**src/rtl/fhd_pkg.sv**
```systemverilog
package fhd_pkg;
  parameter int FHD_WORD_W = 12;
  parameter int FHD_POS_W  = 11;
  parameter int FHD_ERR_W  = 3;
  parameter int FHD_EXT_W  = 8;
  parameter int FHD_GRP_W  = 2;
  parameter int FHD_PLS_W  = 3;

  localparam logic [FHD_GRP_W-1:0] GRP_CTL  = 2'd0;
  localparam logic [FHD_GRP_W-1:0] GRP_EXT  = 2'd1;
  localparam logic [FHD_GRP_W-1:0] GRP_STAT = 2'd2;

  typedef struct packed {
    logic clr_da_err;
    logic start;
    logic start_wr;
    logic clr_ext;
    logic ext_xchg;
    logic pos_chk;
    logic err_skip;
    logic done_skip;
    logic rd_da;
    logic acc_zero_da;
  } fhd_act_t;
endpackage

```
**src/rtl/fhd_iot_decode.sv**
```systemverilog
module fhd_iot_decode
  import fhd_pkg::*;
#(
  parameter int GRP_W = FHD_GRP_W,
  parameter int PLS_W = FHD_PLS_W
) (
  input  logic             iot_valid,
  input  logic [GRP_W-1:0] iot_group,
  input  logic [PLS_W-1:0] iot_pulse,
  output fhd_act_t         act
);
  logic p1, p2, p4;
  assign p1 = iot_pulse[0];
  assign p2 = iot_pulse[1];
  assign p4 = iot_pulse[2];

  always_comb begin
    act = '0;
    if (iot_valid) begin
      case (iot_group)
        GRP_CTL: begin
          act.clr_da_err = p1;
          act.start      = p2 | p4;
          act.start_wr   = p4;
        end
        GRP_EXT: begin
          act.clr_ext  = p1;
          act.pos_chk  = p2;
          act.ext_xchg = p4;
        end
        GRP_STAT: begin
          act.err_skip    = p1;
          act.done_skip   = p2 & ~p4;
          act.rd_da       = p4;
          act.acc_zero_da = p2 & p4;
        end
        default: act = '0;
      endcase
    end
  end
endmodule

```
**src/rtl/fhd_status_reg.sv**
```systemverilog
module fhd_status_reg
  import fhd_pkg::*;
#(
  parameter int WORD_W = FHD_WORD_W,
  parameter int ERR_W  = FHD_ERR_W,
  parameter int EXT_W  = FHD_EXT_W
) (
  input  logic              clk,
  input  logic              rst_n,
  input  logic              clr_err,
  input  logic              clr_ext,
  input  logic              ld_ext,
  input  logic [EXT_W-1:0]  acc_ext,
  input  logic [ERR_W-1:0]  err_set,
  input  logic              index_mark,
  output logic [WORD_W-1:0] status
);
  localparam int EXT_LO = ERR_W;
  localparam int EXT_HI = ERR_W + EXT_W - 1;
  localparam int PC_BIT = WORD_W - 1;

  logic [EXT_W-1:0] ext_nxt;
  logic [ERR_W-1:0] err_nxt;

  always_comb begin
    ext_nxt = status[EXT_HI:EXT_LO];
    if (clr_ext) ext_nxt = '0;
    if (ld_ext)  ext_nxt = ext_nxt | acc_ext;
    err_nxt = clr_err ? '0 : status[ERR_W-1:0];
    err_nxt = err_nxt | err_set;
  end

  always_ff @(posedge clk) begin
    if (!rst_n) status <= '0;
    else        status <= {index_mark, ext_nxt, err_nxt};
  end

  a_r9_err_set_wins: assert property (@(posedge clk) disable iff (!rst_n)
    (|err_set) |=> ((status[ERR_W-1:0] & $past(err_set)) == $past(err_set)));

  a_r4_ext_or: assert property (@(posedge clk) disable iff (!rst_n)
    ld_ext |=> ((status[EXT_HI:EXT_LO] & $past(acc_ext)) == $past(acc_ext)));

  a_r4_ext_clear: assert property (@(posedge clk) disable iff (!rst_n)
    (clr_ext && !ld_ext) |=> (status[EXT_HI:EXT_LO] == '0));

  a_r10_index: assert property (@(posedge clk) disable iff (!rst_n)
    $rose(index_mark) |=> status[PC_BIT]);
endmodule

```
**src/rtl/fhd_addr_reg.sv**
```systemverilog
module fhd_addr_reg
  import fhd_pkg::*;
#(
  parameter int WORD_W = FHD_WORD_W
) (
  input  logic              clk,
  input  logic              rst_n,
  input  logic              clr,
  input  logic              start,
  input  logic [WORD_W-1:0] acc_in,
  input  logic              xfer_done,
  output logic [WORD_W-1:0] da,
  output logic              done,
  output logic              irq
);
  logic [WORD_W-1:0] da_nxt;

  always_comb begin
    da_nxt = clr ? '0 : da;
    if (start) da_nxt = da_nxt | acc_in;
  end

  always_ff @(posedge clk) begin
    if (!rst_n) begin
      da   <= '0;
      done <= 1'b1;
      irq  <= 1'b0;
    end else begin
      da <= da_nxt;
      if (xfer_done) begin
        done <= 1'b1;
        irq  <= 1'b1;
      end else if (clr) begin
        done <= 1'b0;
        irq  <= 1'b0;
      end
    end
  end

  a_r8_irq_needs_done: assert property (@(posedge clk) disable iff (!rst_n)
    irq |-> done);

  a_r8_done_wins: assert property (@(posedge clk) disable iff (!rst_n)
    xfer_done |=> (done && irq));

  a_r2_clear: assert property (@(posedge clk) disable iff (!rst_n)
    (clr && !start && !xfer_done) |=> (da == '0 && !done && !irq));

  a_r3_addr_or: assert property (@(posedge clk) disable iff (!rst_n)
    start |=> ((da & $past(acc_in)) == $past(acc_in)));
endmodule

```
**src/rtl/fhd_iot_regs.sv**
```systemverilog
module fhd_iot_regs
  import fhd_pkg::*;
#(
  parameter int WORD_W = FHD_WORD_W,
  parameter int POS_W  = FHD_POS_W,
  parameter int ERR_W  = FHD_ERR_W,
  parameter int EXT_W  = FHD_EXT_W,
  parameter int GRP_W  = FHD_GRP_W,
  parameter int PLS_W  = FHD_PLS_W
) (
  input  logic              clk,
  input  logic              rst_n,
  input  logic              iot_valid,
  input  logic [GRP_W-1:0]  iot_group,
  input  logic [PLS_W-1:0]  iot_pulse,
  input  logic [WORD_W-1:0] acc_in,
  input  logic [POS_W-1:0]  rot_pos,
  input  logic              index_mark,
  input  logic              xfer_done,
  input  logic [ERR_W-1:0]  err_set,
  output logic [WORD_W-1:0] acc_out,
  output logic              skip,
  output logic              start_req,
  output logic              start_write,
  output logic [WORD_W-1:0] status_out,
  output logic [WORD_W-1:0] disk_addr,
  output logic              done,
  output logic              irq
);
  localparam int EXT_LO = ERR_W;
  localparam int EXT_HI = ERR_W + EXT_W - 1;

  fhd_act_t act;

  fhd_iot_decode #(.GRP_W(GRP_W), .PLS_W(PLS_W)) u_dec (
    .iot_valid (iot_valid),
    .iot_group (iot_group),
    .iot_pulse (iot_pulse),
    .act       (act)
  );

  fhd_status_reg #(.WORD_W(WORD_W), .ERR_W(ERR_W), .EXT_W(EXT_W)) u_sta (
    .clk        (clk),
    .rst_n      (rst_n),
    .clr_err    (act.clr_da_err),
    .clr_ext    (act.clr_ext),
    .ld_ext     (act.ext_xchg),
    .acc_ext    (acc_in[EXT_HI:EXT_LO]),
    .err_set    (err_set),
    .index_mark (index_mark),
    .status     (status_out)
  );

  fhd_addr_reg #(.WORD_W(WORD_W)) u_addr (
    .clk       (clk),
    .rst_n     (rst_n),
    .clr       (act.clr_da_err),
    .start     (act.start),
    .acc_in    (acc_in),
    .xfer_done (xfer_done),
    .da        (disk_addr),
    .done      (done),
    .irq       (irq)
  );

  always_comb begin
    acc_out = acc_in;
    if (act.start || act.pos_chk || act.acc_zero_da) acc_out = '0;
    if (act.ext_xchg) acc_out = acc_out | status_out;
    if (act.rd_da)    acc_out = acc_out | disk_addr;
  end

  always_comb begin
    skip = 1'b0;
    if (act.pos_chk && (disk_addr[POS_W-1:0] == rot_pos)) skip = 1'b1;
    if (act.err_skip && (status_out[ERR_W-1:0] == '0))  skip = 1'b1;
    if (act.done_skip && done)                          skip = 1'b1;
  end

  assign start_req   = act.start;
  assign start_write = act.start_wr;

  a_r3_start_zero: assert property (@(posedge clk) disable iff (!rst_n)
    start_req |-> (acc_out == '0));

  a_r11_idle: assert property (@(posedge clk) disable iff (!rst_n)
    (!iot_valid) |-> (acc_out == acc_in && !skip && !start_req));

  a_r11_idle_regs: assert property (@(posedge clk) disable iff (!rst_n)
    (!iot_valid) |=> $stable(disk_addr));
endmodule

```
**config.mk**
```make
export PLATFORM = sky130hd
export DESIGN_NAME = fhd_iot_regs
export DESIGN_NICKNAME = d
export VERILOG_FILES = /design/src/rtl/fhd_pkg.sv /design/src/rtl/fhd_iot_decode.sv /design/src/rtl/fhd_status_reg.sv /design/src/rtl/fhd_addr_reg.sv /design/src/rtl/fhd_iot_regs.sv
export SDC_FILE = /design/constraint.sdc
export NUM_CORES = 1
export LEC_CHECK = 0
export ABC_CLOCK_PERIOD_IN_PS = 1350
export BUFFER_PORTS_ARGS = -buffer_cell sky130_fd_sc_hd__buf_2
export CAP_MARGIN = 20
export CELL_PAD_IN_SITES_DETAIL_PLACEMENT = 0
export CELL_PAD_IN_SITES_GLOBAL_PLACEMENT = 1
export CORE_ASPECT_RATIO = 0.9
export CORE_MARGIN = 4
export CORE_UTILIZATION = 28
export DETAILED_ROUTE_END_ITERATION = 16
export PLACE_DENSITY = 0.79
export SYNTH_ARGS = -nofsm -noshare
export SYNTH_HDL_FRONTEND = slang
export SYNTH_SLANG_ARGS = --single-unit
```
**constraint.sdc**
```tcl
create_clock -name clk -period 1.35 [get_ports clk]
set_input_delay 0.135 -clock clk [delete_from_list [all_inputs] [get_ports clk]]
set_output_delay 0.135 -clock clk [all_outputs]
set_load 0.01 [all_outputs]
```
# Word level (Yosys, flattened, before mapping)

Cells that the tools add are included.

Bits in registers: 26
Bits of input ports: 36
Output and inout bits: 41
Word-level logic and storage cells: 43

Equal/unequal tests: 3
Muxes and demuxes: 17
Bitwise logic cells: 10
Reduce and logical (&&, ||, !) cells: 9

Operators with widths:

| kind                                                            | count |
|---|---|
| 12-bit two-way mux                                              | 5 |
| 12-bit OR                                                       | 3 |
| 8-bit two-way mux                                               | 2 |
| 11-bit == test                                                  | 1 |
| 10-bit two-way mux                                              | 1 |
| 3-bit two-way mux                                               | 3 |
| 8-bit OR                                                        | 1 |
| 1-bit two-way mux                                               | 5 |
| 4-bit two-way mux                                               | 1 |
| 1-bit logical AND                                               | 3 |
| 3-bit zero test                                                 | 1 |
| 3-bit OR                                                        | 1 |
| 1-bit AND                                                       | 2 |
| 2-bit by 1-bit == test with 1-bit output, second input constant | 1 |
| 2-bit == test, second input constant                            | 1 |
| 2-bit zero test                                                 | 1 |
| 1-bit logical OR                                                | 2 |
| 1-bit inverter                                                  | 2 |
| 2-bit nonzero test                                              | 1 |
| 2-bit OR reduction                                              | 1 |
| 1-bit OR                                                        | 1 |

# Depth between registers and ports, before layout

Word-level depth: 11
Gate-level depth with buffers: 6

# Cells and area by module

Synthesis repeated with hierarchy kept, for this count alone.

Cells, all modules: 165
Area total of the unflattened synthesis: 1520.2 sq um

By module, submodules not included:

| module         | times used | cells an instance | area an instance (sq um) |
|---|---|---|---|
| fhd_addr_reg   | 1          | 57                | 645.6 |
| fhd_status_reg | 1          | 45                | 465.4 |
| fhd_iot_regs   | 1          | 46                | 320.3 |
| fhd_iot_decode | 1          | 17                | 88.8 |

# Least setup slack after synthesis

OpenSTA, ideal clock, no wires.

Path kind: register -> output
Start point: register u_addr.da[10]
End point: output skip
Data arrival time: 1343 ps
Data required time: 1215 ps
Setup slack: -128 ps
Cell stages (with the launch flop): 5
Cell sequence: dfxtp_1 -> xnor2_1 -> nand4_1 -> or4_1 -> o21ai_1

Longest elaborated chain between the ends: 5

Ends and longest elaborated chain:

| item                   | RTL line           | RTL |
|---|---|---|
| start, declared        | fhd_addr_reg.sv:12 | `output logic [WORD_W-1:0] da,` |
| start signal, assigned | fhd_addr_reg.sv:29 | `da <= da_nxt;` |
| 11-bit == test         | fhd_iot_regs.sv:75 | `if (act.pos_chk && (disk_addr[POS_W-1:0] == rot_pos)) skip = 1'b1;` |
| 1-bit logical AND      | fhd_iot_regs.sv:75 |  |
| 1-bit two-way mux      | fhd_iot_regs.sv:75 |  |
| 1-bit two-way mux      | fhd_iot_regs.sv:76 | `if (act.err_skip && (status_out[ERR_W-1:0] == '0)) skip = 1'b1;` |
| 1-bit two-way mux      | fhd_iot_regs.sv:77 | `if (act.done_skip && done) skip = 1'b1;` |
| end, declared          | fhd_iot_regs.sv:22 | `output logic skip,` |

No other way between the ends.

# Final worst setup path

Same ends and word-level chain as after synthesis.

==> impl_metrics.json <==
{
  "core_um2": 4600,
  "path_buf_inv": 1,
  "grt_usage_pct": 17.2,
  "wl_per_cell_um": 15.7,
  "grt-ovfl-total": 0,
  "synth_warnings": 0,
  "dr.pass1.iters": 4,
  "worstHoldStart": "index_mark",
  "dp_hpwl_um": 3540,
  "drc_errors": 0,
  "worst-slew-pin-transition_ps": 418,
  "syn_area_per_cell_um2": 8.93,
  "nNetsFinal": 300,
  "wl_um": 5100,
  "clkPwrFrac_pct": 34.1,
  "slowest_delay_ps": 550,
  "hold_buffers": 0,
  "yosysUniqueCellTypes": 27,
  "synth_seq_area_share_pct": 37.6,
  "fin_hold_ws_ps": 65.5,
  "antenna_found_initial": 0,
  "netlist_area_um2": 1380,
  "worst_setup_path_end_kind": "primary output",
  "r2r_slack_ps": 530,
  "setup_ws_ps": -435,
  "hold_path_end": "u_sta.status[11]",
  "cp_max_fo": 2,
  "ioPinCount": 77,
  "clk_latency_ps": 270,
  "rsz0062_at_grt": "yes",
  "area_delta_synth_final_pct": 70.2,
  "io_buffers": 76,
  "period_share_pct": 132,
  "cts-htree-levels": 1,
  "required_ps": 1220,
  "hold_viol": 0,
  "swShare_pct": 25.7,
  "setup_viol": 4,
  "syn_nets": 191,
  "switchingPower_mw": 0.493,
  "rr_endpoint": "u_addr.da[0]",
  "fmax_mhz": 560,
  "grt_start_max_net_pins": 27,
  "slew_headroom_pct": 72.1,
  "dp_worst_setup_slack_ps": -153,
  "critPathKind": "flip-flop to primary output",
  "slowest_stage": "or4_4",
  "crit_chain": "xnor2_1, nand4_1, or4_4, o21ai_2, buf_2",
  "cts-root-buf": "clkbuf_8",
  "start_util_pct": 30.1,
  "clock-sinks": 26,
  "critical-path-top-delay-family": "simple AND/OR/NAND/NOR gates",
  "start_kind": "flip-flop",
  "worst_ep_arrival_time_ps": 1650,
  "diodes": 0,
  "combinationalPowerShare_pct": 23.5,
  "vias_per_cell": 4.67,
  "hp-class": "input pin to flip-flop",
  "die_w_um": 82.1,
  "fin_crit_ps": 1780,
  "clock_skew_ps": 0,
  "r2r-start": "u_addr.da[0]",
  "outcome": "finished with violations",
  "grt_pass1_vias": 1542,
  "die_h_um": 74.7,
  "layout-drive-gt1-share_pct": 58.2,
  "synth_edf_count": 0,
  "hold_path_depth": 2,
  "synth-seq-cells": 26,
  "synth_flop_cell": "dfxtp_1",
  "powerDensity_nw_per_um2": 816,
  "vias": 1518,
  "antenna_left": 0,
  "place.gp.congestion": 0.754,
  "synth-async-reset-ratio_pct": 0,
  "leakagePower_nw": 1.08,
  "cts_tree": "yes",
  "drtIter0Drc": 68,
  "slew_viol_final": 0,
  "clock_path_buffers": 2,
  "design.die.area_um2": 6130,
  "p_int_mw": 1.43,
  "r2r_cells": 3,
  "rows": 23,
  "maxCapViolations": 0,
  "pwr-share-seq_pct": 42.3,
  "netlist_instances": 155,
  "violations": "setup timing",
  "tritoncts.num_buffers": 3,
  "clk_pin_slew_worst_paths_ps": 100,
  "grt_pass1_wl_um": 7920,
  "vdd.ir_drop.worst_mv": 0.369
}
layout make-up:
type,instances,area [um2]
well taps,62,77.6
clock buffers,3,41.3
repair buffers,113,746
multi-input cells,107,888
flip-flops and latches,26,523
fillers,482,2250
clock inverters,1,30.0
inverters,13,48.8
per-layer routing:
| metal | GRT usage (%) | wire, um | part of all wire [%] | vias to the layer above |
|---|---|---|---|---|
| met5 | 0 | 0 | 0 | - |
| met4 | 3.87 | 0 | 0 | 0 |
| met3 | 3.71 | 341 | 6.7 | 0 |
| met2 | 27.0 | 2430 | 48 | 51 |
| met1 | 24.3 | 2320 | 46 | 700 |
| li1 | - | - | - | 767 |
cell families after synthesis:
logic type	after synthesis	synth area share [%]
buffers and inverters	22	6.96
xor gates and xnor gates	11	6.96
adders and majority gates	1	0.723
AOI/OAI and AO/OA	50	26.6
DFF	26	37.6
and+or+nand+nor	45	21.2
synth_stat cells, drive strengths merged, types with 2 or more instances:
cell type   n  share of area, %
a21oi       4               1.4
a22oi      32                17
and2        2              0.90
buf         6               2.6
clkbuf      3              0.81
dfxtp      26                38
inv        13               3.5
nand2       3              0.81
nand3b      2               1.1
nand4       3               1.4
nor2b      26                12
nor3        2              0.72
nor3b       2               1.4
o21ai      14               7.8
xnor2       9               5.7
xor2        2               1.3
timing repair:
item,in CTS,in global routing
gates cloned,2,0
pin swaps,12,10
gates resized for setup,27,17
setup endpoints to repair,13,13
buffers inserted,2,2
worst register-to-register path, delay by kind of cell (launching register included):
family	cells	cell delay [ps]
flops	1	330
compound gates	1	170
simple gates	1	70
buf+inv	1	140
worst max-delay path by stage:
stage / startpoint / to / slack (ps) / cells after the start
2_1_floorplan: u_addr.da[10] / skip / -50 / 4
3_3_place_gp: iot_pulse[2] / acc_out[4] / -160 / 7
3_5_place_dp: iot_pulse[2] / acc_out[3] / -150 / 7
4_1_cts: u_addr.da[10] / skip / -420 / 5
5_1_grt: u_addr.da[10] / skip / -490 / 5
6_report: u_addr.da[10] / skip / -430 / 5
power by group through the flow:
stage	logic [mW]	registers [mW]	clock network [mW]
after floorplan	0.167	0.845	0
after global placement	0.395	0.829	0
after detailed placement	0.396	0.829	0
after CTS	0.428	0.812	0.669
after global routing	0.493	0.817	0.708
final	0.452	0.813	0.656
placed cells by master, fill, tap and decap left out:
cell type and n:
buf_2 72, buf_4 26, nor2b_1 24, dfxtp_1 24, a22oi_1 20, inv_1 12, a22oi_2 12, buf_6 12
o21ai_2 11, xnor2_1 9, a21oi_1 4, o21ai_1 3, nand4_1 3, clkbuf_8 3, nor2b_4 2, xor2_1 2
nand2_1 2, nand3b_1 2, buf_12 2, dfxtp_2 2, nor2_1 1, nor3b_2 1, nand2_8 1, nor3_1 1
inv_2 1, maj3_2 1, and2_4 1, nor3_4 1, nor3b_4 1, or4_4 1, or4b_4 1, nand4b_1 1
nand3_1 1, and2_1 1, bufinv_16 1, buf_8 1
sequential cells by signal, summed over array words and instances (netlist names):
register and count:
u_addr.done 1, u_sta.status 12, u_addr.da 12, u_addr.irq 1
stage by stage:
step | setup TNS [ps] | utilization (%) | instances | instance area (um2) | total power [mW]
floorplan | -45.4 | - | 155 | 1390 | 1.01
CTS | -463 | 49.0 | 323 | 2260 | 1.91
global placement | -1560 | 44.7 | 315 | 2060 | 1.22
global route | -1080 | 51.1 | 325 | 2350 | 2.02
detailed placement | -1670 | 44.7 | 315 | 2060 | 1.23
finish | -438 | 51.1 | 325 | 2350 | 1.92
Note: power is estimated with default switching activity, not from simulation.
